**config.mk**
```make
export PLATFORM = sky130hd
export DESIGN_NAME = gpio_irq_detect
export DESIGN_NICKNAME = d
export VERILOG_FILES = /design/src/rtl/gpio_irq_pkg.sv /design/src/rtl/gpio_irq_sync.sv /design/src/rtl/gpio_irq_pin_det.sv /design/src/rtl/gpio_irq_status.sv /design/src/rtl/gpio_irq_detect.sv
export SDC_FILE = /design/constraint.sdc
export NUM_CORES = 1
export LEC_CHECK = 0
export ABC_AREA = 1
export CORE_MARGIN = 5
export CORE_UTILIZATION = 40
export CTS_BUF_LIST = sky130_fd_sc_hd__clkbuf_8
export DETAILED_ROUTE_END_ITERATION = 10
export DONT_BUFFER_PORTS = 1
export SETUP_SLACK_MARGIN = 0.02
export SYNTH_ARGS = -nofsm -noshare
export SYNTH_HDL_FRONTEND = slang
export SYNTH_SLANG_ARGS = --single-unit
```
**constraint.sdc**
```tcl
create_clock -name clk -period 1.8 [get_ports clk]
set_clock_uncertainty 0.15 [all_clocks]
set_input_delay 0.18 -clock clk [delete_from_list [all_inputs] [get_ports clk]]
set_output_delay 0.18 -clock clk [all_outputs]
set_load 0.05 [all_outputs]
```
**src/rtl/gpio_irq_pkg.sv**
```systemverilog
`timescale 1ns/1ps
package gpio_irq_pkg;

  // Per-pin configuration gathered from the configuration inputs
  typedef struct packed {
    logic is_out;     // 1: pin drives, edge detection ignores it
    logic level;      // 1: level sensing, 0: edge sensing
    logic any_edge;   // 1: both edges count
    logic active_hi;  // rising edge / high level when 1
  } pin_cfg_t;

endpackage

```
**src/rtl/gpio_irq_sync.sv**
```systemverilog
`timescale 1ns/1ps
module gpio_irq_sync #(
  parameter int WIDTH  = 8,
  parameter int STAGES = 2
) (
  input  logic             clk,
  input  logic             rst_n,
  input  logic [WIDTH-1:0] async_i,
  output logic [WIDTH-1:0] sync_o
);

  logic [STAGES-1:0][WIDTH-1:0] stages_q;
  logic [STAGES-1:0][WIDTH-1:0] stages_d;

  always_comb begin
    stages_d[0] = async_i;
    for (int i = 1; i < STAGES; i++) begin
      stages_d[i] = stages_q[i-1];
    end
  end

  always_ff @(posedge clk or negedge rst_n) begin
    if (!rst_n) begin
      stages_q <= '0;
    end else begin
      stages_q <= stages_d;
    end
  end

  assign sync_o = stages_q[STAGES-1];

endmodule

```
**src/rtl/gpio_irq_pin_det.sv**
```systemverilog
`timescale 1ns/1ps
module gpio_irq_pin_det
  import gpio_irq_pkg::*;
(
  input  logic     cur_i,
  input  logic     prev_i,
  input  pin_cfg_t cfg_i,
  output logic     hit_o
);

  logic changed;
  logic at_pol;

  always_comb begin
    changed = (cur_i ^ prev_i) & ~cfg_i.is_out;
    at_pol  = ~(cur_i ^ cfg_i.active_hi);
    if (cfg_i.level) begin
      hit_o = at_pol;
    end else begin
      hit_o = changed & (cfg_i.any_edge | at_pol);
    end
  end

endmodule

```
**src/rtl/gpio_irq_status.sv**
```systemverilog
`timescale 1ns/1ps
module gpio_irq_status #(
  parameter int WIDTH = 8
) (
  input  logic             clk,
  input  logic             rst_n,
  input  logic [WIDTH-1:0] set_i,
  input  logic             clr_we_i,
  input  logic [WIDTH-1:0] clr_val_i,
  input  logic [WIDTH-1:0] mask_i,
  output logic [WIDTH-1:0] raw_o,
  output logic [WIDTH-1:0] masked_o,
  output logic             irq_o
);

  logic [WIDTH-1:0] raw_q;
  logic [WIDTH-1:0] raw_d;
  logic [WIDTH-1:0] clr_bits;
  logic             raw_en;

  // set is applied after clear, so a same-cycle set wins
  always_comb begin
    clr_bits = clr_we_i ? clr_val_i : '0;
    raw_en   = clr_we_i | (|set_i);
    raw_d    = (raw_q & ~clr_bits) | set_i;
  end

  always_ff @(posedge clk or negedge rst_n) begin
    if (!rst_n) begin
      raw_q <= '0;
    end else if (raw_en) begin
      raw_q <= raw_d;
    end
  end

  assign raw_o    = raw_q;
  assign masked_o = raw_q & mask_i;
  assign irq_o    = |masked_o;

endmodule

```
**src/rtl/gpio_irq_detect.sv**
```systemverilog
`timescale 1ns/1ps
module gpio_irq_detect
  import gpio_irq_pkg::*;
#(
  parameter int NPINS       = 8,
  parameter int SYNC_STAGES = 2
) (
  input  logic             clk,
  input  logic             rst_n,
  input  logic [NPINS-1:0] pin_i,
  input  logic [NPINS-1:0] dir_i,
  input  logic [NPINS-1:0] sense_i,
  input  logic [NPINS-1:0] both_i,
  input  logic [NPINS-1:0] pol_i,
  input  logic [NPINS-1:0] mask_i,
  input  logic             clr_we_i,
  input  logic [NPINS-1:0] clr_val_i,
  output logic [NPINS-1:0] raw_o,
  output logic [NPINS-1:0] masked_o,
  output logic             irq_o
);

  logic [NPINS-1:0] pin_s;
  logic [NPINS-1:0] pin_prev;
  logic [NPINS-1:0] prev_d;
  logic [NPINS-1:0] hit;

  gpio_irq_sync #(
    .WIDTH  (NPINS),
    .STAGES (SYNC_STAGES)
  ) u_sync (
    .clk     (clk),
    .rst_n   (rst_n),
    .async_i (pin_i),
    .sync_o  (pin_s)
  );

  // previous-sample register follows every pin, input or output
  always_comb begin
    prev_d = pin_s;
  end

  always_ff @(posedge clk or negedge rst_n) begin
    if (!rst_n) begin
      pin_prev <= '0;
    end else begin
      pin_prev <= prev_d;
    end
  end

  for (genvar p = 0; p < NPINS; p++) begin : g_pin
    pin_cfg_t cfg;
    assign cfg = '{is_out:    dir_i[p],
                   level:     sense_i[p],
                   any_edge:  both_i[p],
                   active_hi: pol_i[p]};
    gpio_irq_pin_det u_det (
      .cur_i  (pin_s[p]),
      .prev_i (pin_prev[p]),
      .cfg_i  (cfg),
      .hit_o  (hit[p])
    );
  end

  gpio_irq_status #(
    .WIDTH (NPINS)
  ) u_status (
    .clk       (clk),
    .rst_n     (rst_n),
    .set_i     (hit),
    .clr_we_i  (clr_we_i),
    .clr_val_i (clr_val_i),
    .mask_i    (mask_i),
    .raw_o     (raw_o),
    .masked_o  (masked_o),
    .irq_o     (irq_o)
  );

endmodule

```
==> results of run 1 <==
stage by stage:
stage          setup WS [ps]  utilization
2_1_floorplan           47.7            -
4_1_cts                 90.4        0.577
3_5_place_dp             538        0.462
6_report                92.2        0.577
3_3_place_gp             546        0.462
5_1_grt                 21.2        0.577
synth_stat cells (all sizes together):
| library cell | n |
|---|---|
| nand2 | 83 |
| inv | 40 |
| dfrtp | 32 |
| nand3 | 16 |
| or2 | 8 |
| nor3 | 2 |
| buf | 1 |
placed cells by master (no fill, tap or decap):
cell	netlist	layout
sky130_fd_sc_hd__nand2_1	83	82
sky130_fd_sc_hd__nand2_2	0	1
sky130_fd_sc_hd__buf_12	0	1
sky130_fd_sc_hd__clkbuf_8	0	7
sky130_fd_sc_hd__inv_1	40	40
sky130_fd_sc_hd__or2_1	8	8
sky130_fd_sc_hd__dfrtp_1	32	32
sky130_fd_sc_hd__dlygate4sd3_1	0	27
sky130_fd_sc_hd__nand3_1	16	16
sky130_fd_sc_hd__buf_4	0	12
sky130_fd_sc_hd__nor3_1	2	2
power groups by stage:
stage | Combinational (mW) | Sequential (mW) | Clock (mW)
after detailed placement | 0.345 | 0.812 | 0
after global placement | 0.340 | 0.808 | 0
after floorplan | 0.177 | 0.896 | 0
after CTS | 0.433 | 0.799 | 0.597
after global routing | 0.463 | 0.805 | 0.643
final | 0.429 | 0.799 | 0.578
cell families (layout without fill, tap and decap cells):
group	Yosys count	in the layout	share of synthesized area
and+or+nand+nor	109	109	0.321
DFF	32	32	0.569
buffers and inverters	41	87	0.110
worst paths after layout:
| kind | to | cells after the start |
|---|---|---|
| setup / recovery | u_status.raw_o[6]$_DFFE_PN0P_ | 5 |
| hold / removal | u_status.raw_o[6]$_DFFE_PN0P_ | 2 |
| setup reg to reg | u_status.raw_o[6]$_DFFE_PN0P_ | 5 |
| hold reg to reg | u_sync.sync_o[5]$_DFF_PN0_ | 0 |
| max in group asynchronous | pin_prev[2]$_DFF_PN0_ | 2 |
| min in group clk | u_sync.sync_o[5]$_DFF_PN0_ | 0 |
worst max-delay path: cells and delay by family:
kind / cells / cell delay (ps)
buf+inv: 2 / 1310
simple gates: 3 / 220
area by class of cell:
class                           instances  area share
Clock buffer                            7      0.0497
Sequential cell                        32       0.413
Timing Repair Buffer                   40       0.196
Inverter                               40      0.0774
Tap cell                               46      0.0297
Multi-Input combinational cell        109       0.234
flip-flops by register name, summed over array words and instances, names as in the netlist:
signal	flops
u_status.raw_o	8
pin_prev	8
u_sync.sync_o	8
u_sync.stages_d	8
layer usage:
layer,vias to the layer above,GRT usage,part of all wire
li1,618,-,-
met2,52,0.237,0.50
met1,554,0.139,0.38
met5,-,0,0
met4,0,0.0477,0.019
met3,6,0.0812,0.10
==> results.sh, run 1 <==
export IMPL_diodes=0
export IMPL_cellInternalPower_mw=1.26
export IMPL_outcome="finished clean"
export IMPL_stdcell_count=274
export IMPL_design_die_area_sq_um=4810
export IMPL_clock_sink_count=32
export IMPL_rr_startpoint="u_sync.sync_o[6]$_DFF_PN0_"
export IMPL_cts_root_buffer="sky130_fd_sc_hd__clkbuf_8"
export IMPL_crit_path_top_delay_cell="sky130_fd_sc_hd__dlygate4sd3_1"
export IMPL_routed_wire_length_per_instance_um=12.0
export IMPL_std_cell_rows=21
export IMPL_path_cells="dlygate4sd3_1, nand2_1, nand2_1, nand2_1, dlygate4sd3_1"
export IMPL_register_area_sq_um=801
export IMPL_drt_pass1_iterations=4
export IMPL_place_area_sq_um=1550
export IMPL_pwr_total_mw=1.81
export IMPL_postSynthAreaPerCell_sq_um=7.73
export IMPL_drive_gt1_frac=0.0921
export IMPL_p_seq_frac=0.443
export IMPL_grt_pass1_vias=1203
export IMPL_drt_drc_violations_left=0
export IMPL_critical_path_startpoint_type="input port"
export IMPL_floorplan_die_width_um=69.3
export IMPL_drtIter0Drc=34
export IMPL_clk_transition_reported_paths_ps=60
export IMPL_path_common_cell="sky130_fd_sc_hd__nand2_1"
export IMPL_yosysSeqAreaShare=0.569
export IMPL_timing_final_crit_share=0.949
export IMPL_number_of_antenna_violations_at_the_first_check_in_global_routing=0
export IMPL_ctsHoldBuffers=28
export IMPL_swShare=0.300
export IMPL_cts_setup_buffers=0
export IMPL_synth_top_cell_area_share=0.569
export IMPL_total_count_of_max_transition_violations_in_the_final_report=0
export IMPL_synthesis_instances=182
export IMPL_startpoint="clr_we_i"
export IMPL_synth_ff_latch_count=32
export IMPL_cts_htree_levels=2
export IMPL_synth_yosys_warnings=0
export IMPL_timing_critical_path_fanout_max=8
export IMPL_placedCellCount=239
export IMPL_relSlewSlack=0.703
export IMPL_power_density_nw_per_um2=931
export IMPL_finalSetupTns_ps=0
export IMPL_worstPathRequired_ps=1810
export IMPL_antenna_violating_nets_post_route=0
export IMPL_critical_path_class="in2reg"
export IMPL_maxCapViolations=0
export IMPL_drt_wl_total_um=3280
export IMPL_floorplan_die_height_um=69.3
export IMPL_num_nets_final=287
export IMPL_clock_tree_from_tritoncts="yes"
export IMPL_tightest_slew_ps=446
export IMPL_cts_repair_resized=0
export IMPL_combined_area_of_the_multi_input_logic_cells_sq_um=454
export IMPL_worst_ir_drop_on_vdd_mv=0.501
export IMPL_total_switching_power_uw=542
export IMPL_overflow=0
export IMPL_clock_path_buffers=2
export IMPL_most_area_consuming_cells_after_synthesis="sky130_fd_sc_hd__dfrtp_1 (57%), sky130_fd_sc_hd__nand2_1 (22%), sky130_fd_sc_hd__inv_1 (11%)"
export IMPL_place_detailed_hpwl_um=2460
export IMPL_grtUsageTotal=0.138
export IMPL_place_gp_congestion=0.795
export IMPL_rsz0062_at_grt="no"
export IMPL_timing_hold_ws_ps=193
export IMPL_yosysTopAreaCell="sky130_fd_sc_hd__dfrtp_1"
export IMPL_floorplan_initialDensity=0.419
export IMPL_worst_ep_arrival_time_ps=1720
export IMPL_fillcell_total=298
export IMPL_flow_area_growth_from_synthesis_pct=37.8
export IMPL_power_leakage_nw=1.09
export IMPL_post_synth_num_cell_types=7
export IMPL_fmax_mhz=586
export IMPL_final_min_clock_period_ps=1710
export IMPL_final_report_setup_violation_count=0
export IMPL_minimum_setup_slack_among_reg_to_reg_paths_ps=220
export IMPL_clock_insertion_delay_worst_skew_ps=270
export IMPL_power_share_combinational=0.237
export IMPL_routed_via_density=4.49
export IMPL_synth_net_count=241
export IMPL_finalHoldViolCount=0
export IMPL_route_vias_total=1230
export IMPL_pin_count_of_the_biggest_net_entering_global_routing=33
export IMPL_worst_setup_path_end_kind="register"
export IMPL_io_buffer_count=0
export IMPL_top_level_ports=76
export IMPL_cts_buffers=5
export IMPL_grt_pass1_wl_um=5260
export IMPL_final_area_sq_um=1940
export IMPL_hold_path_class="in2async"
export IMPL_crit_path_max_incr_delay_ps=760
export IMPL_placeableCoreArea_sq_um=3360
export IMPL_relative_contribution_of_the_clock_network_to_total_power=0.320
export IMPL_post_synth_instance_area_sq_um=1410
Note: power is estimated with default switching activity, not from simulation.
==> run 2, diff against run 1 <==
ABC_AREA = 0   (was 1)
==> results.sh, run 2 <==
export IMPL_power_density_nw_per_um2=954
export IMPL_routed_via_density=5.02
export IMPL_postSynth_asyncResetShare=1.00
export IMPL_crit_family="simple AND/OR/NAND/NOR gates"
export IMPL_most_area_consuming_cells_after_synthesis="sky130_fd_sc_hd__dfrtp_1 (61%), sky130_fd_sc_hd__o211ai_1 (6.9%), sky130_fd_sc_hd__o21ai_0 (5.3%)"
export IMPL_cts_htree_levels=2
export IMPL_clk_transition_reported_paths_ps=60
export IMPL_relSlewSlack=0.886
export IMPL_outcome="finished with violations"
export IMPL_placedCellCount=183
export IMPL_clock_path_buffers=2
export IMPL_std_cell_rows=20
export IMPL_routed_wire_length_per_instance_um=15.1
export IMPL_p_seq_frac=0.448
export IMPL_worst_ep_arrival_time_ps=1880
export IMPL_final_min_clock_period_ps=2210
export IMPL_hold_path_class="in2async"
export IMPL_place_gp_congestion=0.775
export IMPL_violations="negative setup slack"
export IMPL_crit_path_max_incr_delay_ps=540
export IMPL_number_of_antenna_violations_at_the_first_check_in_global_routing=0
export IMPL_synth_edff_count=0
export IMPL_place_detailed_hpwl_um=2420
export IMPL_worst_setup_path_end_kind="output pin"
export IMPL_relative_contribution_of_the_clock_network_to_total_power=0.299
export IMPL_clock_sink_count=32
export IMPL_top_level_ports=76
export IMPL_antenna_violating_nets_post_route=0
export IMPL_cts_setup_buffers=0
export IMPL_final_report_setup_violation_count=1
export IMPL_yosysSeqAreaShare=0.610
export IMPL_num_nets_final=231
export IMPL_critical_path_n_buffers_inverters=0
export IMPL_power_share_combinational=0.252
export IMPL_post_synth_num_cell_types=17
export IMPL_clock_tree_from_tritoncts="yes"
export IMPL_post_synth_instance_area_sq_um=1310
export IMPL_diodes=0
export IMPL_worstPathRequired_ps=1470
export IMPL_total_count_of_max_transition_violations_in_the_final_report=0
export IMPL_placeableCoreArea_sq_um=3100
export IMPL_power_leakage_nw=0.821
export IMPL_fillcell_total=293
export IMPL_grt_pass1_wl_um=5090
export IMPL_cts_buffers=5
export IMPL_grt_pass1_vias=1219
export IMPL_yosys_most_used_dff="sky130_fd_sc_hd__dfrtp_1"
export IMPL_crit_path_top_delay_cell="sky130_fd_sc_hd__or4_4"
export IMPL_synth_top_cell_area_share=0.610
export IMPL_worst_ir_drop_on_vdd_mv=0.462
export IMPL_drt_wl_total_um=3280
export IMPL_pin_count_of_the_biggest_net_entering_global_routing=33
export IMPL_floorplan_initialDensity=0.423
export IMPL_final_core_util=0.602
export IMPL_stdcell_count=217
export IMPL_swShare=0.294
export IMPL_clock_insertion_delay_worst_skew_ps=270
export IMPL_drt_pass1_iterations=4
export IMPL_postLayoutSetupSlackWorst_ps=-405
export IMPL_maxCapViolations=0
export IMPL_yosysTopAreaCell="sky130_fd_sc_hd__dfrtp_1"
export IMPL_floorplan_die_height_um=67.3
export IMPL_cts_root_buffer="sky130_fd_sc_hd__clkbuf_8"
export IMPL_pwr_total_mw=1.78
export IMPL_finalHoldViolCount=0
export IMPL_design_die_area_sq_um=4530
export IMPL_synth_ff_latch_count=32
export IMPL_fmax_mhz=453
export IMPL_tightest_slew_ps=172
export IMPL_drt_drc_violations_left=0
export IMPL_highest_count_cells_in_the_layout_ignoring_fill_and_taps="sky130_fd_sc_hd__dfrtp_1 (29), sky130_fd_sc_hd__dlygate4sd3_1 (25), sky130_fd_sc_hd__buf_4 (16)"
export IMPL_register_area_sq_um=805
export IMPL_io_buffer_count=0
export IMPL_place_area_sq_um=1510
export IMPL_critical_path_class="reg2out"
export IMPL_timing_critical_path_fanout_max=2
export IMPL_path_cells="and2_4, or4_4, or4_4"
export IMPL_critical_path_startpoint_type="register"
export IMPL_overflow=0
export IMPL_floorplan_die_width_um=67.3
export IMPL_grtUsageTotal=0.152
export IMPL_rsz0062_at_grt="yes"
export IMPL_drtIter0Drc=67
export IMPL_total_switching_power_uw=524
export IMPL_postSynthAreaPerCell_sq_um=10.6
export IMPL_yosys_top_cells_count="sky130_fd_sc_hd__dfrtp_1 (32), sky130_fd_sc_hd__nand2_1 (14), sky130_fd_sc_hd__o21ai_0 (14), sky130_fd_sc_hd__o211ai_1 (12), sky130_fd_sc_hd__inv_1 (8)"
export IMPL_path_common_cell="sky130_fd_sc_hd__or4_4"
export IMPL_drive_gt1_frac=0.202
export IMPL_route_vias_total=1090
export IMPL_cellInternalPower_mw=1.26
export IMPL_flow_area_growth_from_synthesis_pct=42.3
export IMPL_synthesis_instances=124
export IMPL_timing_final_crit_share=1.23
export IMPL_synth_yosys_warnings=0
export IMPL_most_common_library_cell_in_the_layout_ignoring_fill_and_taps="sky130_fd_sc_hd__dfrtp_1"
export IMPL_synth_net_count=183
export IMPL_final_area_sq_um=1870
export IMPL_synth_most_common_cell="sky130_fd_sc_hd__dfrtp_1"
export IMPL_combined_area_of_the_multi_input_logic_cells_sq_um=499
==> run 2: cell count changes in the layout (fill, tap and decap cells not counted), moves of 8 or more <==
| cell | delta |
|---|---|
| sky130_fd_sc_hd__inv_1 | -30 |
| sky130_fd_sc_hd__nand2_1 | -68 |
| sky130_fd_sc_hd__nand3_1 | -16 |
| sky130_fd_sc_hd__o211ai_1 | +12 |
| sky130_fd_sc_hd__o21ai_0 | +14 |
| sky130_fd_sc_hd__or2_1 | -8 |
==> run 2: area by class of cell <==
cell class | count | area share
flip-flops and latches | 32 | 0.430
multi-input cells | 83 | 0.267
well taps | 44 | 0.0295
repair buffers | 42 | 0.209
clock buffers | 6 | 0.0442
inverters | 8 | 0.0161
clock inverters | 2 | 0.00402
==> run 2: logic make-up after synthesis <==
group	count (synthesis)	synth area share
XOR/XNOR	2	0.0133
flip-flops	32	0.610
AND/OR/NAND/NOR	41	0.161
AO/OA/AOI/OAI	40	0.190
buffers and inverters	9	0.0257
==> run 2: routing by layer <==
metal	global-route usage	vias up	routed length [um]
li1	-	522	-
met1	0.149	522	1180
met2	0.288	44	1800
met3	0.0616	2	293
met4	0.0481	0	11
met5	0	-	0
==> run 2: metrics by stage <==
step                TNS [ps]  setup slack (ps)  hold slack, ps
finish                  -405              -405             193
global route            -442              -442             196
CTS                     -420              -420             189
detailed placement      -130              -130            -265
global placement        -127              -127            -265
floorplan               -314              -314            -266
==> run 2: timing repair <==
action                                  in CTS  in global routing
cloned                                       0                  0
endpoints found under the setup margin       1                  1
endpoints found under the hold margin       48                  0
hold buffers                                26                  0
gates resized for setup                      1                  0
==> run 2: power by group through the flow <==
stage	combinational (mW)	sequential, mW	clock, mW
CTS	0.451	0.800	0.558
floorplan	0.178	0.902	0
finish	0.449	0.799	0.534
global route	0.477	0.807	0.590
detailed placement	0.364	0.813	0
global placement	0.360	0.809	0
==> run 2: path summary, 6_finish.rpt <==
check	startpoint	endpoint	slack (ps)	depth (start not counted)
min in group clk	u_sync.stages_d[8]$_DFF_PN0_	u_sync.sync_o[0]$_DFF_PN0_	200	0
setup / recovery	u_status.raw_o[2]$_DFFE_PN0P_	irq_o	-410	3
setup reg to reg	u_status.raw_o[6]$_DFFE_PN0P_	u_status.raw_o[6]$_DFFE_PN0P_	120	4
max in group asynchronous	rst_n	u_status.raw_o[0]$_DFFE_PN0P_	1130	2
hold reg to reg	u_sync.stages_d[8]$_DFF_PN0_	u_sync.sync_o[0]$_DFF_PN0_	200	0
hold / removal	rst_n	u_sync.sync_o[2]$_DFF_PN0_	190	2
==> run 3, diff against run 2 <==
clock period = 2.3 ns   (was 1.8 ns; I/O delays follow)
==> results.sh, run 3 (synthesized netlist as in run 2, its figures left out) <==
export IMPL_floorplan_die_height_um=67.3
export IMPL_route_vias_total=1040
export IMPL_clock_insertion_delay_worst_skew_ps=270
export IMPL_cts_repair_resized=0
export IMPL_pwr_total_mw=1.36
export IMPL_std_cell_rows=20
export IMPL_finalSetupTns_ps=0
export IMPL_cts_root_buffer="sky130_fd_sc_hd__clkbuf_8"
export IMPL_finalHoldViolCount=0
export IMPL_grtUsageTotal=0.147
export IMPL_clock_tree_from_tritoncts="yes"
export IMPL_maxCapViolations=0
export IMPL_most_common_library_cell_in_the_layout_ignoring_fill_and_taps="sky130_fd_sc_hd__dfrtp_1"
export IMPL_clock_sink_count=32
export IMPL_final_report_setup_violation_count=0
export IMPL_worst_setup_path_end_kind="output pin"
export IMPL_routed_via_density=5.02
export IMPL_highest_count_cells_in_the_layout_ignoring_fill_and_taps="sky130_fd_sc_hd__dfrtp_1 (30), sky130_fd_sc_hd__buf_4 (16), sky130_fd_sc_hd__dlygate4sd3_1 (15)"
export IMPL_worst_ep_arrival_time_ps=1860
export IMPL_fmax_mhz=446
export IMPL_timing_final_crit_share=0.976
export IMPL_worst_ir_drop_on_vdd_mv=0.433
export IMPL_drtIter0Drc=8
export IMPL_floorplan_initialDensity=0.423
export IMPL_clock_path_buffers=2
export IMPL_crit_family="simple AND/OR/NAND/NOR gates"
export IMPL_num_nets_final=221
export IMPL_rsz0062_at_grt="yes"
export IMPL_postLayoutSetupSlackWorst_ps=56.2
export IMPL_routed_wire_length_per_instance_um=14.9
export IMPL_relSlewSlack=0.858
export IMPL_design_die_area_sq_um=4530
export IMPL_tightest_slew_ps=212
export IMPL_critical_path_depth=3
export IMPL_fillcell_total=282
export IMPL_register_area_sq_um=803
export IMPL_rr_startpoint="pin_prev[5]$_DFF_PN0_"
export IMPL_place_gp_congestion=0.726
export IMPL_crit_path_max_incr_delay_ps=540
export IMPL_floorplan_die_width_um=67.3
export IMPL_drt_wl_total_um=3090
export IMPL_cts_setup_buffers=0
export IMPL_power_density_nw_per_um2=771
export IMPL_minimum_setup_slack_among_reg_to_reg_paths_ps=620
export IMPL_timing_critical_path_fanout_max=2
export IMPL_pin_count_of_the_biggest_net_entering_global_routing=33
export IMPL_drive_gt1_frac=0.190
export IMPL_clk_transition_reported_paths_ps=60
export IMPL_critical_path_n_buffers_inverters=0
export IMPL_grt_pass1_vias=1107
export IMPL_setup_ws_pre_cts_ps=264
export IMPL_antenna_violating_nets_post_route=0
export IMPL_crit_path_top_delay_cell="sky130_fd_sc_hd__or4_4"
export IMPL_top_level_ports=76
export IMPL_flow_area_growth_from_synthesis_pct=33.9
export IMPL_overflow=0
export IMPL_critical_path_reg2reg_endpoint="u_status.raw_o[5]$_DFFE_PN0P_"
export IMPL_outcome="finished clean"
export IMPL_diodes=0
export IMPL_path_cells="and2_4, or4_1, or4_4"
export IMPL_reg2regPathDepth=5
export IMPL_cts_htree_levels=2
export IMPL_drt_pass1_iterations=3
export IMPL_timing_hold_ws_ps=10.9
export IMPL_startpoint="u_status.raw_o[2]$_DFFE_PN0P_"
export IMPL_io_buffer_count=0
export IMPL_place_detailed_hpwl_um=2440
export IMPL_final_min_clock_period_ps=2240
export IMPL_worstSetupEndpoint="irq_o"
export IMPL_critical_path_startpoint_type="register"
export IMPL_combined_area_of_the_multi_input_logic_cells_sq_um=490
export IMPL_grt_pass1_wl_um=4830
export IMPL_power_leakage_nw=0.781
export IMPL_cts_buffers=5
export IMPL_placeableCoreArea_sq_um=3100
export IMPL_worstPathRequired_ps=1920
export IMPL_critical_path_class="reg2out"
export IMPL_number_of_antenna_violations_at_the_first_check_in_global_routing=0
export IMPL_drt_drc_violations_left=0
export IMPL_total_count_of_max_transition_violations_in_the_final_report=0
export IMPL_hold_path_class="in2reg"
==> run 3: changes by cell type in the layout (fill, tap and decap cells not counted) <==
cell | before | now
sky130_fd_sc_hd__and2_1 | 2 | 4
sky130_fd_sc_hd__and2_4 | 6 | 4
sky130_fd_sc_hd__dfrtp_1 | 29 | 30
sky130_fd_sc_hd__dfrtp_2 | 3 | 2
sky130_fd_sc_hd__dlygate4sd3_1 | 25 | 15
sky130_fd_sc_hd__or4_1 | 0 | 1
sky130_fd_sc_hd__or4_4 | 2 | 1
==> run 3: cell type report <==
class / instances / area share
Multi-Input combinational cell: 83 / 0.279
Inverter: 8 / 0.0171
Clock buffer: 6 / 0.0469
Sequential cell: 32 / 0.457
Clock inverter: 2 / 0.00427
Timing Repair Buffer: 32 / 0.165
Tap cell: 44 / 0.0313
==> run 3: how the worst min path moves through the flow <==
stage | startpoint | end | slack (ps) | depth (start not counted)
finish | clr_we_i | u_status.raw_o[3]$_DFFE_PN0P_ | 10 | 3
global route | clr_we_i | u_status.raw_o[7]$_DFFE_PN0P_ | 10 | 3
CTS | clr_we_i | u_status.raw_o[3]$_DFFE_PN0P_ | 5 | 3
detailed placement | rst_n | u_sync.stages_d[14]$_DFF_PN0_ | -210 | 0
global placement | rst_n | u_sync.stages_d[14]$_DFF_PN0_ | -210 | 0
floorplan | rst_n | pin_prev[0]$_DFF_PN0_ | -220 | 0
==> run 3: where the power goes <==
group	leakage [nW]	switching, mW	total (mW)	internal (mW)
Combinational	0.363	0.199	0.318	0.119
Clock	0.0538	0.179	0.413	0.235
Sequential	0.364	0.0203	0.625	0.605
==> run 3: metal layers <==
layer / wire, um / vias up / GRT usage
li1: - / 503 / -
met1: 1050 / 498 / 0.150
met2: 1740 / 37 / 0.271
met3: 278 / 2 / 0.0649
met4: 19 / 0 / 0.0380
met5: 0 / - / 0
==> run 3: timing repair <==
item,in CTS,in global routing
endpoints found under the hold margin,44,0
hold buffers,16,0
pin swaps,1,0
setup endpoints to repair,1,1
==> run 3: worst reg2reg max path, stage by stage (launching register included) <==
cell and delay (ps):
sky130_fd_sc_hd__dfrtp_1 380, sky130_fd_sc_hd__nand2b_1 150, sky130_fd_sc_hd__a21oi_1 170, sky130_fd_sc_hd__a21oi_1 70, sky130_fd_sc_hd__o21ai_0 150, sky130_fd_sc_hd__dlygate4sd3_1 560
==> run 3: per-stage QoR <==
stage | cell area [sq um] | cells | utilization
after CTS | 1760 | 207 | 0.567
after detailed placement | 1500 | 183 | 0.483
after global placement | 1500 | 183 | 0.483
after floorplan | 1330 | 124 | -
final | 1760 | 207 | 0.567
after global routing | 1760 | 207 | 0.567
